`src/rtl/tmr_pkg.sv`:
```
package tmr_pkg;

  typedef enum logic [1:0] {
    FN_EVT = 2'd0,
    FN_PWM = 2'd1,
    FN_CAP = 2'd2
  } tmr_fn_e;

  typedef struct packed {
    tmr_fn_e fn;
    logic    a_toggle;
    logic    a_fall;
    logic    b_fall;
  } tmr_mode_t;

endpackage

```
`src/rtl/tmr_mode_dec.sv`:
```
module tmr_mode_dec
  import tmr_pkg::*;
(
  input  logic [2:0] mode_i,
  output tmr_mode_t  dec_o
);

  always_comb begin
    dec_o.fn       = FN_EVT;
    dec_o.a_toggle = 1'b0;
    dec_o.a_fall   = 1'b0;
    dec_o.b_fall   = 1'b0;
    unique case (mode_i)
      3'b100: dec_o.fn = FN_PWM;
      3'b101: begin
        dec_o.fn       = FN_PWM;
        dec_o.a_toggle = 1'b1;
      end
      3'b000, 3'b001: dec_o.fn = FN_EVT;
      3'b010: dec_o.fn = FN_CAP;
      3'b110: begin
        dec_o.fn     = FN_CAP;
        dec_o.b_fall = 1'b1;
      end
      default: begin // 011, 111
        dec_o.fn     = FN_CAP;
        dec_o.a_fall = 1'b1;
        dec_o.b_fall = 1'b1;
      end
    endcase
  end

endmodule

```
`src/rtl/tmr_edge_sync.sv`:
```
module tmr_edge_sync #(
  parameter int unsigned STAGES = 2
) (
  input  logic clk_i,
  input  logic rst_ni,
  input  logic pin_i,
  output logic rise_o,
  output logic fall_o
);

  // sh[STAGES-1] is the synchronized level, sh[STAGES] its previous value
  logic [STAGES:0] sh_q;

  always_ff @(posedge clk_i or negedge rst_ni) begin
    if (!rst_ni) sh_q <= '0;
    else         sh_q <= {sh_q[STAGES-1:0], pin_i};
  end

  assign rise_o = sh_q[STAGES-1] & ~sh_q[STAGES];
  assign fall_o = ~sh_q[STAGES-1] & sh_q[STAGES];

  p_single_rise_r8: assert property (@(posedge clk_i) disable iff (!rst_ni)
    rise_o |=> !rise_o);
  p_single_fall_r8: assert property (@(posedge clk_i) disable iff (!rst_ni)
    fall_o |=> !fall_o);
  p_edge_excl_r8: assert property (@(posedge clk_i) disable iff (!rst_ni)
    $onehot0({rise_o, fall_o}));

endmodule

```
`src/rtl/tmr_irq_flag.sv`:
```
module tmr_irq_flag (
  input  logic clk_i,
  input  logic rst_ni,
  input  logic set_i,
  input  logic clr_i,
  output logic q_o
);

  always_ff @(posedge clk_i or negedge rst_ni) begin
    if (!rst_ni)    q_o <= 1'b0;
    else if (set_i) q_o <= 1'b1;
    else if (clr_i) q_o <= 1'b0;
  end

  p_set_wins_r9: assert property (@(posedge clk_i) disable iff (!rst_ni)
    set_i |=> q_o);
  p_w1c_r9: assert property (@(posedge clk_i) disable iff (!rst_ni)
    clr_i && !set_i |=> !q_o);
  p_sticky_r9: assert property (@(posedge clk_i) disable iff (!rst_ni)
    q_o && !clr_i |=> q_o);

endmodule

```
`src/rtl/cap_pwm_timer.sv`:
```
module cap_pwm_timer
  import tmr_pkg::*;
#(
  parameter int unsigned CNT_W       = 16,
  parameter int unsigned SYNC_STAGES = 2
) (
  input  logic             clk_i,
  input  logic             rst_ni,
  input  logic             tick_i,
  input  logic             pin_a_i,
  input  logic             pin_b_i,
  input  logic             run_i,
  input  logic [2:0]       mode_i,
  input  logic             cnt_wr_i,
  input  logic [CNT_W-1:0] cnt_wdata_i,
  input  logic             ra_wr_i,
  input  logic [CNT_W-1:0] ra_wdata_i,
  input  logic             rb_wr_i,
  input  logic [CNT_W-1:0] rb_wdata_i,
  input  logic             irq_a_clr_i,
  input  logic             irq_b_clr_i,
  output logic             pin_a_o,
  output logic             pin_a_oe_o,
  output logic             irq_a_o,
  output logic             irq_b_o,
  output logic [CNT_W-1:0] cnt_o,
  output logic [CNT_W-1:0] ra_o,
  output logic [CNT_W-1:0] rb_o
);

  localparam logic [CNT_W-1:0] CNT_MAX = '1;

  tmr_mode_t dec;
  logic a_rise, a_fall, b_rise, b_fall;
  logic is_pwm, is_evt, is_cap;
  logic a_sel, b_sel;
  logic cnt_ev, at_zero, wrap;
  logic reload_a, reload_b, cap_a, cap_b;
  logic set_a, set_b;
  logic [CNT_W-1:0] cnt_q, ra_q, rb_q;
  logic ph_q, pin_a_q;

  tmr_mode_dec u_dec (
    .mode_i (mode_i),
    .dec_o  (dec)
  );

  tmr_edge_sync #(.STAGES(SYNC_STAGES)) u_sync_a (
    .clk_i  (clk_i),
    .rst_ni (rst_ni),
    .pin_i  (pin_a_i),
    .rise_o (a_rise),
    .fall_o (a_fall)
  );

  tmr_edge_sync #(.STAGES(SYNC_STAGES)) u_sync_b (
    .clk_i  (clk_i),
    .rst_ni (rst_ni),
    .pin_i  (pin_b_i),
    .rise_o (b_rise),
    .fall_o (b_fall)
  );

  assign is_pwm = (dec.fn == FN_PWM);
  assign is_evt = (dec.fn == FN_EVT);
  assign is_cap = (dec.fn == FN_CAP);

  assign a_sel = dec.a_fall ? a_fall : a_rise;
  assign b_sel = dec.b_fall ? b_fall : b_rise;

  assign cnt_ev   = run_i & (is_evt ? a_rise : tick_i);
  assign at_zero  = (cnt_q == '0);
  assign wrap     = cnt_ev & at_zero & ~cnt_wr_i;
  assign reload_a = is_pwm & wrap & ~ph_q;
  assign reload_b = is_pwm & wrap & ph_q;
  assign cap_a    = run_i & is_cap & a_sel;
  assign cap_b    = run_i & is_cap & b_sel;

  assign set_a = reload_a | (~is_pwm & wrap) | cap_a;
  assign set_b = reload_b | (run_i & is_evt & b_rise) | cap_b;

  // counter
  always_ff @(posedge clk_i or negedge rst_ni) begin
    if (!rst_ni) begin
      cnt_q <= '0;
    end else if (cnt_wr_i) begin
      cnt_q <= cnt_wdata_i;
    end else if (cnt_ev) begin
      if (is_pwm && at_zero) cnt_q <= ph_q ? rb_q : ra_q;
      else                   cnt_q <= cnt_q - 1'b1;
    end
  end

  // reload / capture registers
  always_ff @(posedge clk_i or negedge rst_ni) begin
    if (!rst_ni) begin
      ra_q <= '0;
      rb_q <= '0;
    end else begin
      if (ra_wr_i)    ra_q <= ra_wdata_i;
      else if (cap_a) ra_q <= cnt_q;
      if (rb_wr_i)    rb_q <= rb_wdata_i;
      else if (cap_b) rb_q <= cnt_q;
    end
  end

  // reload phase and pin A toggle
  always_ff @(posedge clk_i or negedge rst_ni) begin
    if (!rst_ni) begin
      ph_q    <= 1'b0;
      pin_a_q <= 1'b0;
    end else if (is_pwm && wrap) begin
      ph_q <= ~ph_q;
      if (dec.a_toggle) pin_a_q <= ~pin_a_q;
    end
  end

  tmr_irq_flag u_flag_a (
    .clk_i  (clk_i),
    .rst_ni (rst_ni),
    .set_i  (set_a),
    .clr_i  (irq_a_clr_i),
    .q_o    (irq_a_o)
  );

  tmr_irq_flag u_flag_b (
    .clk_i  (clk_i),
    .rst_ni (rst_ni),
    .set_i  (set_b),
    .clr_i  (irq_b_clr_i),
    .q_o    (irq_b_o)
  );

  assign pin_a_o    = pin_a_q;
  assign pin_a_oe_o = is_pwm & dec.a_toggle;
  assign cnt_o      = cnt_q;
  assign ra_o       = ra_q;
  assign rb_o       = rb_q;

  p_hold_stopped_r2: assert property (@(posedge clk_i) disable iff (!rst_ni)
    !run_i && !cnt_wr_i |=> $stable(cnt_q));
  p_no_flag_stopped_r2: assert property (@(posedge clk_i) disable iff (!rst_ni)
    !run_i && !irq_a_o && !irq_b_o |=> !irq_a_o && !irq_b_o);
  p_wrap_r3: assert property (@(posedge clk_i) disable iff (!rst_ni)
    !is_pwm && wrap |=> cnt_q == CNT_MAX && irq_a_o);
  p_reload_a_r4: assert property (@(posedge clk_i) disable iff (!rst_ni)
    reload_a |=> cnt_q == $past(ra_q) && irq_a_o);
  p_reload_b_r4: assert property (@(posedge clk_i) disable iff (!rst_ni)
    reload_b |=> cnt_q == $past(rb_q) && irq_b_o);
  p_pin_hold_r5: assert property (@(posedge clk_i) disable iff (!rst_ni)
    !pin_a_oe_o |=> $stable(pin_a_o));
  p_cap_a_r6: assert property (@(posedge clk_i) disable iff (!rst_ni)
    cap_a && !ra_wr_i |=> ra_q == $past(cnt_q) && irq_a_o);
  p_cap_b_r6: assert property (@(posedge clk_i) disable iff (!rst_ni)
    cap_b && !rb_wr_i |=> rb_q == $past(cnt_q) && irq_b_o);
  p_wr_wins_r10: assert property (@(posedge clk_i) disable iff (!rst_ni)
    cnt_wr_i |=> cnt_q == $past(cnt_wdata_i));

endmodule

```
`config.mk`:
```
export PLATFORM = sky130hd
export DESIGN_NAME = cap_pwm_timer
export DESIGN_NICKNAME = d
export VERILOG_FILES = /design/src/rtl/tmr_pkg.sv /design/src/rtl/tmr_mode_dec.sv /design/src/rtl/tmr_edge_sync.sv /design/src/rtl/tmr_irq_flag.sv /design/src/rtl/cap_pwm_timer.sv
export SDC_FILE = /design/constraint.sdc
export NUM_CORES = 1
export LEC_CHECK = 0
export ABC_AREA = 1
export BUFFER_PORTS_ARGS = -buffer_cell sky130_fd_sc_hd__buf_2
export CAP_MARGIN = 20
export CORE_ASPECT_RATIO = 1.4
export CORE_MARGIN = 1
export CORE_UTILIZATION = 50
export DETAILED_ROUTE_END_ITERATION = 12
export PLACE_DENSITY = 0.74
export SKIP_LAST_GASP = 1
export SYNTH_ARGS = -nofsm -noshare
export SYNTH_HDL_FRONTEND = slang
export SYNTH_HIERARCHICAL = 1
export SYNTH_SLANG_ARGS = --single-unit
```
`constraint.sdc`:
```
create_clock -name clk_i -period 2.1 [get_ports clk_i]
set_input_delay 0.63 -clock clk_i [delete_from_list [all_inputs] [get_ports clk_i]]
set_output_delay 0.63 -clock clk_i [all_outputs]
set_load 0.01 [all_outputs]
```
==> run metrics, run 1 <==
Root Driver clkbuf_8; Post-Synthesis Cells roughly 540; worst-path fanout max 5; CP Class in2out; first-pass detailed-route iteration total 5; Port Buffers 113; Syn-to-layout area delta 24.9%; largest net degree at the start of global routing 59; Die W between 70 and 80 um; Crit. End Element output port; dpl cell area 4390 sq um; IO Count 114; Mapped Avg Cell Area just under 7 sq um; Post-CTS Setup Bufs 0; total number of vias 3,941; Final Net Count between 700 and 800; cts bufs inserted 9; post-synthesis register bit count 58; gr ovfl total 0; WHS 0.277 ns; Sink Count 58; die height between 100 and 150 um; gr usage total a little over 30%; Final Slew Violations 0; pre-CTS setup slack -0.0405 ns; status finished, final reports clean; drt via density 5.18; Critical Path AT around 1.4 ns; DR DRC count 0; DP Wirelength 8.26 mm; max cap viols 0; Final Hold Fails 0; RePlAce Congestion 0.950; Cell Rows 36; Syn Nets 603; Die Area just under 8000 sq um; DR WL/cell 14.6 um; highest clock rate about 500 MHz; ratio of cells with drive above 1 in the final layout 26.9%; clock edge transition at the registers on the reported setup and hold paths ~0.070 ns; final worst-path setup slack roughly 0.052 ns; clock tree buffer depth 2; ant diodes 0; Hold Crit Class in2async; final core utilization between 60% and 70%; Final period util a little over nine tenths; Rel. slew slack between 50 and 60%; Clk Latency, worst-skew pair 0.35 ns; initial antenna violation count 0; CP Launch Type primary input; PwrDens 714 nW/um^2; core region area about 7000 sq um; vias in the first global route between 3,000 and 4,000; first-pass GRT wire length 17.4 mm; most common cell after layout, fill and taps aside nand2_1; cts hold-fix bufs 0; Yosys warning count 6; ANT nets after route 0; Peak VDD IR between 0.0004 and 0.0005 V; CTS tree yes; Tmin final between 2 and 2.5 ns; leakage power about 0.0025 uW; Seq/Total Area, Yosys around two fifths; H-tree levels 3; most frequent cells in the layout nand2_1, buf_2, nor2_1; initial DRC count roughly 290; Initial Util 52.3%; final std cell area, no fill about 4600 sq um; Fin Clk Skew 0.00932 ns; setup violators final 0; Slew @ Worst Pin about 0.7 ns; Synth cell types 26; Worst EP required 1.47 ns; synthesized area 3670 sq um; final WL ~11 mm
cell type report:
type	count	area, sq um
inverters	42	163
clock buffers	13	179
fillers	696	2440
clock inverters	2	10.0
multi-input cells	417	1910
well taps	95	119
repair buffers	134	761
flip-flops and latches	58	1450
critical path, cell delays in order:
cell and delay (ns):
buf_2 0.14, buf_4 0.16, nor2_1 0.18, inv_1 0.06, nor2_1 0.11, buf_2 0.14
stage by stage:
step,power [uW],std cells,setup TNS (ns)
6_report,3280,761,0
5_1_grt,3460,761,-0.00128
4_1_cts,3290,761,0
3_5_place_dp,2290,746,-0.101
3_3_place_gp,2270,746,-0.00202
2_1_floorplan,1870,539,0
power by group:
group | internal (uW) | switching [uW]
Sequential | 1240 | 116
Clock | 546 | 448
Combinational | 354 | 575
Total | 2140 | 1140
cells in the mapped netlist (all sizes together):
cell      n  share of area [%]
nand3    50                7.2
nand2   251                 27
inv      40                4.2
nor3      1               0.14
o311ai   22                5.2
clkinv    2               0.20
buf       9                2.2
dfrtp    58                 39
ha        2               0.68
nand3b    2               0.41
o21ai     5               0.68
nor2     77                9.3
clkbuf   13                2.1
xnor2     1               0.24
nand4     1               0.17
xor2      5                1.2
logic make-up after synthesis:
group | after synthesis | share of synthesized area, %
and+or+nand+nor | 382 | 43.7
buffers and inverters | 64 | 8.78
DFF | 58 | 39.5
AOI/OAI and AO/OA | 27 | 5.92
xor gates and xnor gates | 6 | 1.43
adders and majority gates | 2 | 0.681
sequential cells by signal, indices dropped and copies added, names as in the netlist:
register / count
rb_o: 16
u_flag_a/q_o: 1
u_flag_b/q_o: 1
cnt_o: 16
u_sync_b/sh_q: 3
ph_q: 1
u_sync_a/sh_q: 3
ra_o: 16
pin_a_o: 1
layer usage:
layer | global-route usage [%] | wire length (um) | part of all wire [%]
met1 | 40.0 | 4820 | 43
met5 | 0 | 0 | 0
met4 | 13.8 | 332 | 3.0
met2 | 50.0 | 5360 | 48
met3 | 5.52 | 639 | 5.7
worst paths after layout:
path                       slack [ns]               end  cells after the start             start
min in group clk_i               0.35  u_sync_a/sh_q[1]                      0  u_sync_a/sh_q[0]
max in group asynchronous        1.57          ra_o[11]                      2            rst_ni
max reg2reg                      0.21         cnt_o[13]                     10          cnt_o[1]
min                              0.28         cnt_o[12]                      2            rst_ni
min reg2reg                      0.35  u_sync_a/sh_q[1]                      0  u_sync_a/sh_q[0]
max                              0.05        pin_a_oe_o                      6         mode_i[1]
what timing repair did:
item                                   in CTS  in global routing
setup endpoints to repair                   1                  8
gates resized for setup                     1                  2
endpoints found under the hold margin       0                  0
(Power assumes the default switching activity.)
==> inputs of run 2 (changes only) <==
clock period = 2.6 ns   (was 2.1 ns; I/O delays follow)
==> run metrics, run 2 (synthesis gave the netlist of run 1 again) <==
most frequent cells in the layout nand2_1, buf_2, nor2_1; Final Net Count 715 (-1.5%); Final Hold Fails 0 (unchanged); ant diodes 0 (unchanged); Clk Latency, worst-skew pair 0.35 ns (about the same); Crit Reg-Reg Endpoint cnt_o[13]; clock edge transition at the registers on the reported setup and hold paths 0.06 ns (about the same); ANT nets after route 0 (unchanged); worst-path fanout max 8 (+3); Worst EP required 1.82 ns (+0.35 ns); ratio of cells with drive above 1 in the final layout 25.0% (-1.9 points); clock tree buffer depth 2 (unchanged); Worst Hold End u_sync_b/sh_q[1]; H-tree levels 3 (unchanged); Hold Crit Depth 0; initial DRC count 260 (-9.7%); Final Slew Violations 0 (unchanged); FF-to-FF Start cnt_o[0]; cts bufs inserted 9 (unchanged); Critical Path AT 1.64 ns (+0.22 ns); Hold Crit Class reg2reg; final worst-path setup slack 0.177 ns (+0.125 ns); status finished, final reports clean; Syn-to-layout area delta 22.0%; setup violators final 0 (unchanged); leakage power 0.00243 uW (-2.6%); Die Area 7700 sq um (unchanged); most common cell after layout, fill and taps aside nand2_1; Post-CTS Setup Bufs 0 (unchanged); final WL 11.1 mm (about the same); first-pass GRT wire length 17.8 mm (+2.0%); largest net degree at the start of global routing 33 (-44%); first-pass detailed-route iteration total 5 (unchanged); Reg2Reg Setup Slack 0.61 ns (+0.40 ns); hold_sp u_sync_b/sh_q[0]; Slew @ Worst Pin 0.708 ns (-0.00540 ns); Tmin final approximately 2.4 ns; Initial Util 52.3% (unchanged); DR DRC count 0 (unchanged); final setup TNS 0 ns (unchanged); DR WL/cell 14.8 um (+1.3%); Sink Count 58 (unchanged); R2R cell count 10 (unchanged); PwrDens 590 nW/um^2 (-17%); Port Buffers 113 (unchanged); Setup crit start mode_i[1]; Cell Rows 36 (unchanged); CTS tree yes; drt via density 5.22 (+0.77%); DP Wirelength 8.38 mm (+1.5%); cts hold-fix bufs 0 (unchanged); Peak VDD IR 0.000437 V (-12%); max cap viols 0 (unchanged); total number of vias 3,919 (-0.56%); core region area 7030 sq um (unchanged); highest clock rate between 400 and 500 MHz; CP Class in2out; Die W 74.5 um (unchanged); CP Launch Type primary input; gr ovfl total 0 (unchanged); initial antenna violation count 0 (unchanged); RePlAce Congestion 0.933 (-1.7%); pre-CTS setup slack 0.165 ns (+0.205 ns); Fin Clk Skew 0.0101 ns (+0.000834 ns); vias in the first global route 3,638 (+2.5%); Crit. End Element output port; IO Count 114 (unchanged); Root Driver clkbuf_8; die height 103 um (unchanged); Rel. slew slack 52.8% (+0.36 points); CTS resizes 0 (-1); Filler Cell Count 658 (-5.5%); RSZ-0062 raised after global routing false; Final period util between 90% and 100%; gr usage total 31.4% (+0.50 points)
run 2: critical path: stages:
cell and delay, ns:
buf_2 0.15, nor2_1 0.16, inv_1 0.09, nor2_4 0.13, inv_1 0.11, nor2_1 0.09
buf_2 0.13
run 2: how the worst max path moves through the flow:
stage / end / slack, ns / depth (start not counted)
floorplan: pin_a_oe_o / 0.38 / 6
global placement: pin_a_oe_o / 0.21 / 7
detailed placement: pin_a_oe_o / 0.16 / 7
CTS: pin_a_oe_o / 0.16 / 7
global route: pin_a_oe_o / 0.07 / 7
finish: pin_a_oe_o / 0.18 / 7
run 2: layout make-up:
class / count / area (sq um) / area share, %
Multi-Input combinational cell: 417 / 1900 / 42.4
Sequential cell: 58 / 1450 / 32.4
Tap cell: 95 / 119 / 2.65
Clock inverter: 2 / 35.0 / 0.781
Clock buffer: 14 / 163 / 3.63
Timing Repair Buffer: 123 / 653 / 14.6
Inverter: 42 / 163 / 3.63
run 2: power breakdown:
part	internal, uW	switching (uW)
Clock	495	360
Combinational	247	403
Sequential	1000	139
Total	1740	902
run 2: through the flow:
stage	hold slack, ns	utilization, %	power, uW	std cells	cell area, sq um
global placement	0.336	61.0	1790	735	4290
floorplan	0.331	-	1510	539	3670
global route	0.357	63.8	2810	751	4480
detailed placement	0.341	61.0	1800	735	4290
CTS	0.357	63.8	2660	751	4480
finish	0.354	63.8	2640	751	4480
run 2: metal layers:
| layer | vias up | global-route usage [%] | part of all wire, % |
|---|---|---|---|
| met2 | 152 | 51.3 | 48 |
| li1 | 1918 | - | - |
| met3 | 24 | 5.72 | 6.2 |
| met4 | 0 | 13.1 | 2.5 |
| met1 | 1825 | 40.5 | 43 |
| met5 | - | 0 | 0 |
==> inputs of run 3 (changes only) <==
PLACE_DENSITY = 0.78   (was 0.74)
clock period = 3 ns   (was 2.6 ns; I/O delays follow)
==> run metrics, run 3 (synthesis gave the netlist of run 1 again) <==
status finished, final reports clean; Filler Cell Count 691 (+5.0%); Port Buffers 113 (unchanged); clock tree buffer depth 2 (unchanged); Clk Latency, worst-skew pair 0.34 ns (about the same); gr usage total 29.9% (-1.5 points); total power 2220 uW (-16%); Initial Util 52.3% (unchanged); Critical Path AT 1.90 ns (+0.26 ns); CTS resizes 0 (unchanged); setup violators final 0 (unchanged); ratio of cells with drive above 1 in the final layout 25.2% (+0.15 points); clock edge transition at the registers on the reported setup and hold paths 0.06 ns (about the same); CP cell instances buf_2 > nor2_1 > inv_1 > nor2_4 > inv_1 > nor2_1 > buf_2; highest clock rate approximately 360 MHz; worst-path fanout max 8 (unchanged); Fin Clk Skew 0.00918 ns (-0.000974 ns); CP Class in2out; largest net degree at the start of global routing 35 (+6.1%); CP bufs+invs 4 (unchanged); cts bufs inserted 9 (unchanged); final WL 10.7 mm (-4.1%); Final Hold Fails 0 (unchanged); Final period util slightly above 90%; Worst path top cell family by delay buffers and inverters; initial antenna violation count 0 (unchanged); cts hold-fix bufs 0 (unchanged); max cap viols 0 (unchanged); final setup TNS 0 ns (unchanged); total number of vias 3,838 (-2.1%); vias in the first global route 3,695 (+1.6%); Die Area 7700 sq um (unchanged); Peak VDD IR 0.000346 V (-21%); Root Driver clkbuf_8; most common cell after layout, fill and taps aside nand2_1; pre-CTS setup slack 0.204 ns (+0.0394 ns); Final Slew Violations 0 (unchanged); DR WL/cell 14.2 um (-4.1%); ant diodes 0 (unchanged); final worst-path setup slack 0.197 ns (+0.0200 ns); Cell Rows 36 (unchanged); ANT nets after route 0 (unchanged); Slew @ Worst Pin 0.672 ns (-0.0355 ns); Sink Count 58 (unchanged); Largest stage delay, worst path 0.23 ns (+0.07 ns); die height 103 um (unchanged); RePlAce Congestion 0.950 (+1.8%); Die W 74.5 um (unchanged); Hold Crit Depth 0 (unchanged); leakage power 0.00243 uW (about the same); Post-CTS Setup Bufs 0 (unchanged); CTS tree yes; Tmin final between 2 and 3 ns; first-pass GRT wire length 17.3 mm (-2.6%); RSZ-0062 raised after global routing false; most frequent cells in the layout nand2_1, buf_2, nor2_1; PwrDens 496 nW/um^2 (-16%); H-tree levels 3 (unchanged); slowest CP cell nor2_1; Crit. End Element output port; DR DRC count 0 (unchanged); initial DRC count 250 (-3.8%); DP Wirelength 8.10 mm (-3.4%); R2R cell count 10 (unchanged); CP Depth 7 (unchanged); IO Count 114 (unchanged); core region area 7030 sq um (unchanged); first-pass detailed-route iteration total 5 (unchanged); Final Net Count 715 (unchanged); Worst EP required 2.10 ns (+0.28 ns); Rel. slew slack 55.2% (+2.4 points); CP Launch Type primary input; Hold Crit Class reg2reg; gr ovfl total 0 (unchanged); Syn-to-layout area delta 22.0% (about the same); drt via density 5.11 (-2.1%)
## run 3: power by group
group	internal, uW	switching, uW	total (uW)
combinational	218	346	564
sequential	867	120	987
clock	366	307	672
## run 3: worst paths after layout
check	start	to	slack [ns]
setup reg to reg	cnt_o[0]	cnt_o[14]	1.09
setup / recovery	mode_i[1]	pin_a_oe_o	0.20
max in group asynchronous	rst_ni	ra_o[8]	1.81
hold reg to reg	u_sync_a/sh_q[0]	u_sync_a/sh_q[1]	0.36
hold / removal	u_sync_a/sh_q[0]	u_sync_a/sh_q[1]	0.36
min in group asynchronous	rst_ni	u_sync_b/sh_q[0]	0.60
## run 3: area by class of cell
class	instances	area, sq um	share of cell area [%]
multi-input cells	417	1900	42.4
flip-flops and latches	58	1450	32.4
repair buffers	123	666	14.9
clock buffers	14	173	3.85
inverters	42	163	3.63
well taps	95	119	2.65
clock inverters	2	10.0	0.223
## run 3: metal layers
metal / global-route usage, % / vias up / part of all wire [%]
li1: - / 1915 / -
met1: 38.0 / 1761 / 43
met2: 48.1 / 136 / 49
met3: 6.30 / 26 / 5.4
met4: 14.2 / 0 / 2.9
met5: 0 / - / 0
## run 3: stage by stage
step                      cells  hold WS, ns  cell area [sq um]  util [%]
after global routing        751        0.366               4480      63.8
after CTS                   751        0.360               4480      63.8
final                       751        0.357               4480      63.8
after floorplan             539        0.331               3670         -
after global placement      735        0.337               4300      61.2
after detailed placement    735        0.344               4300      61.2
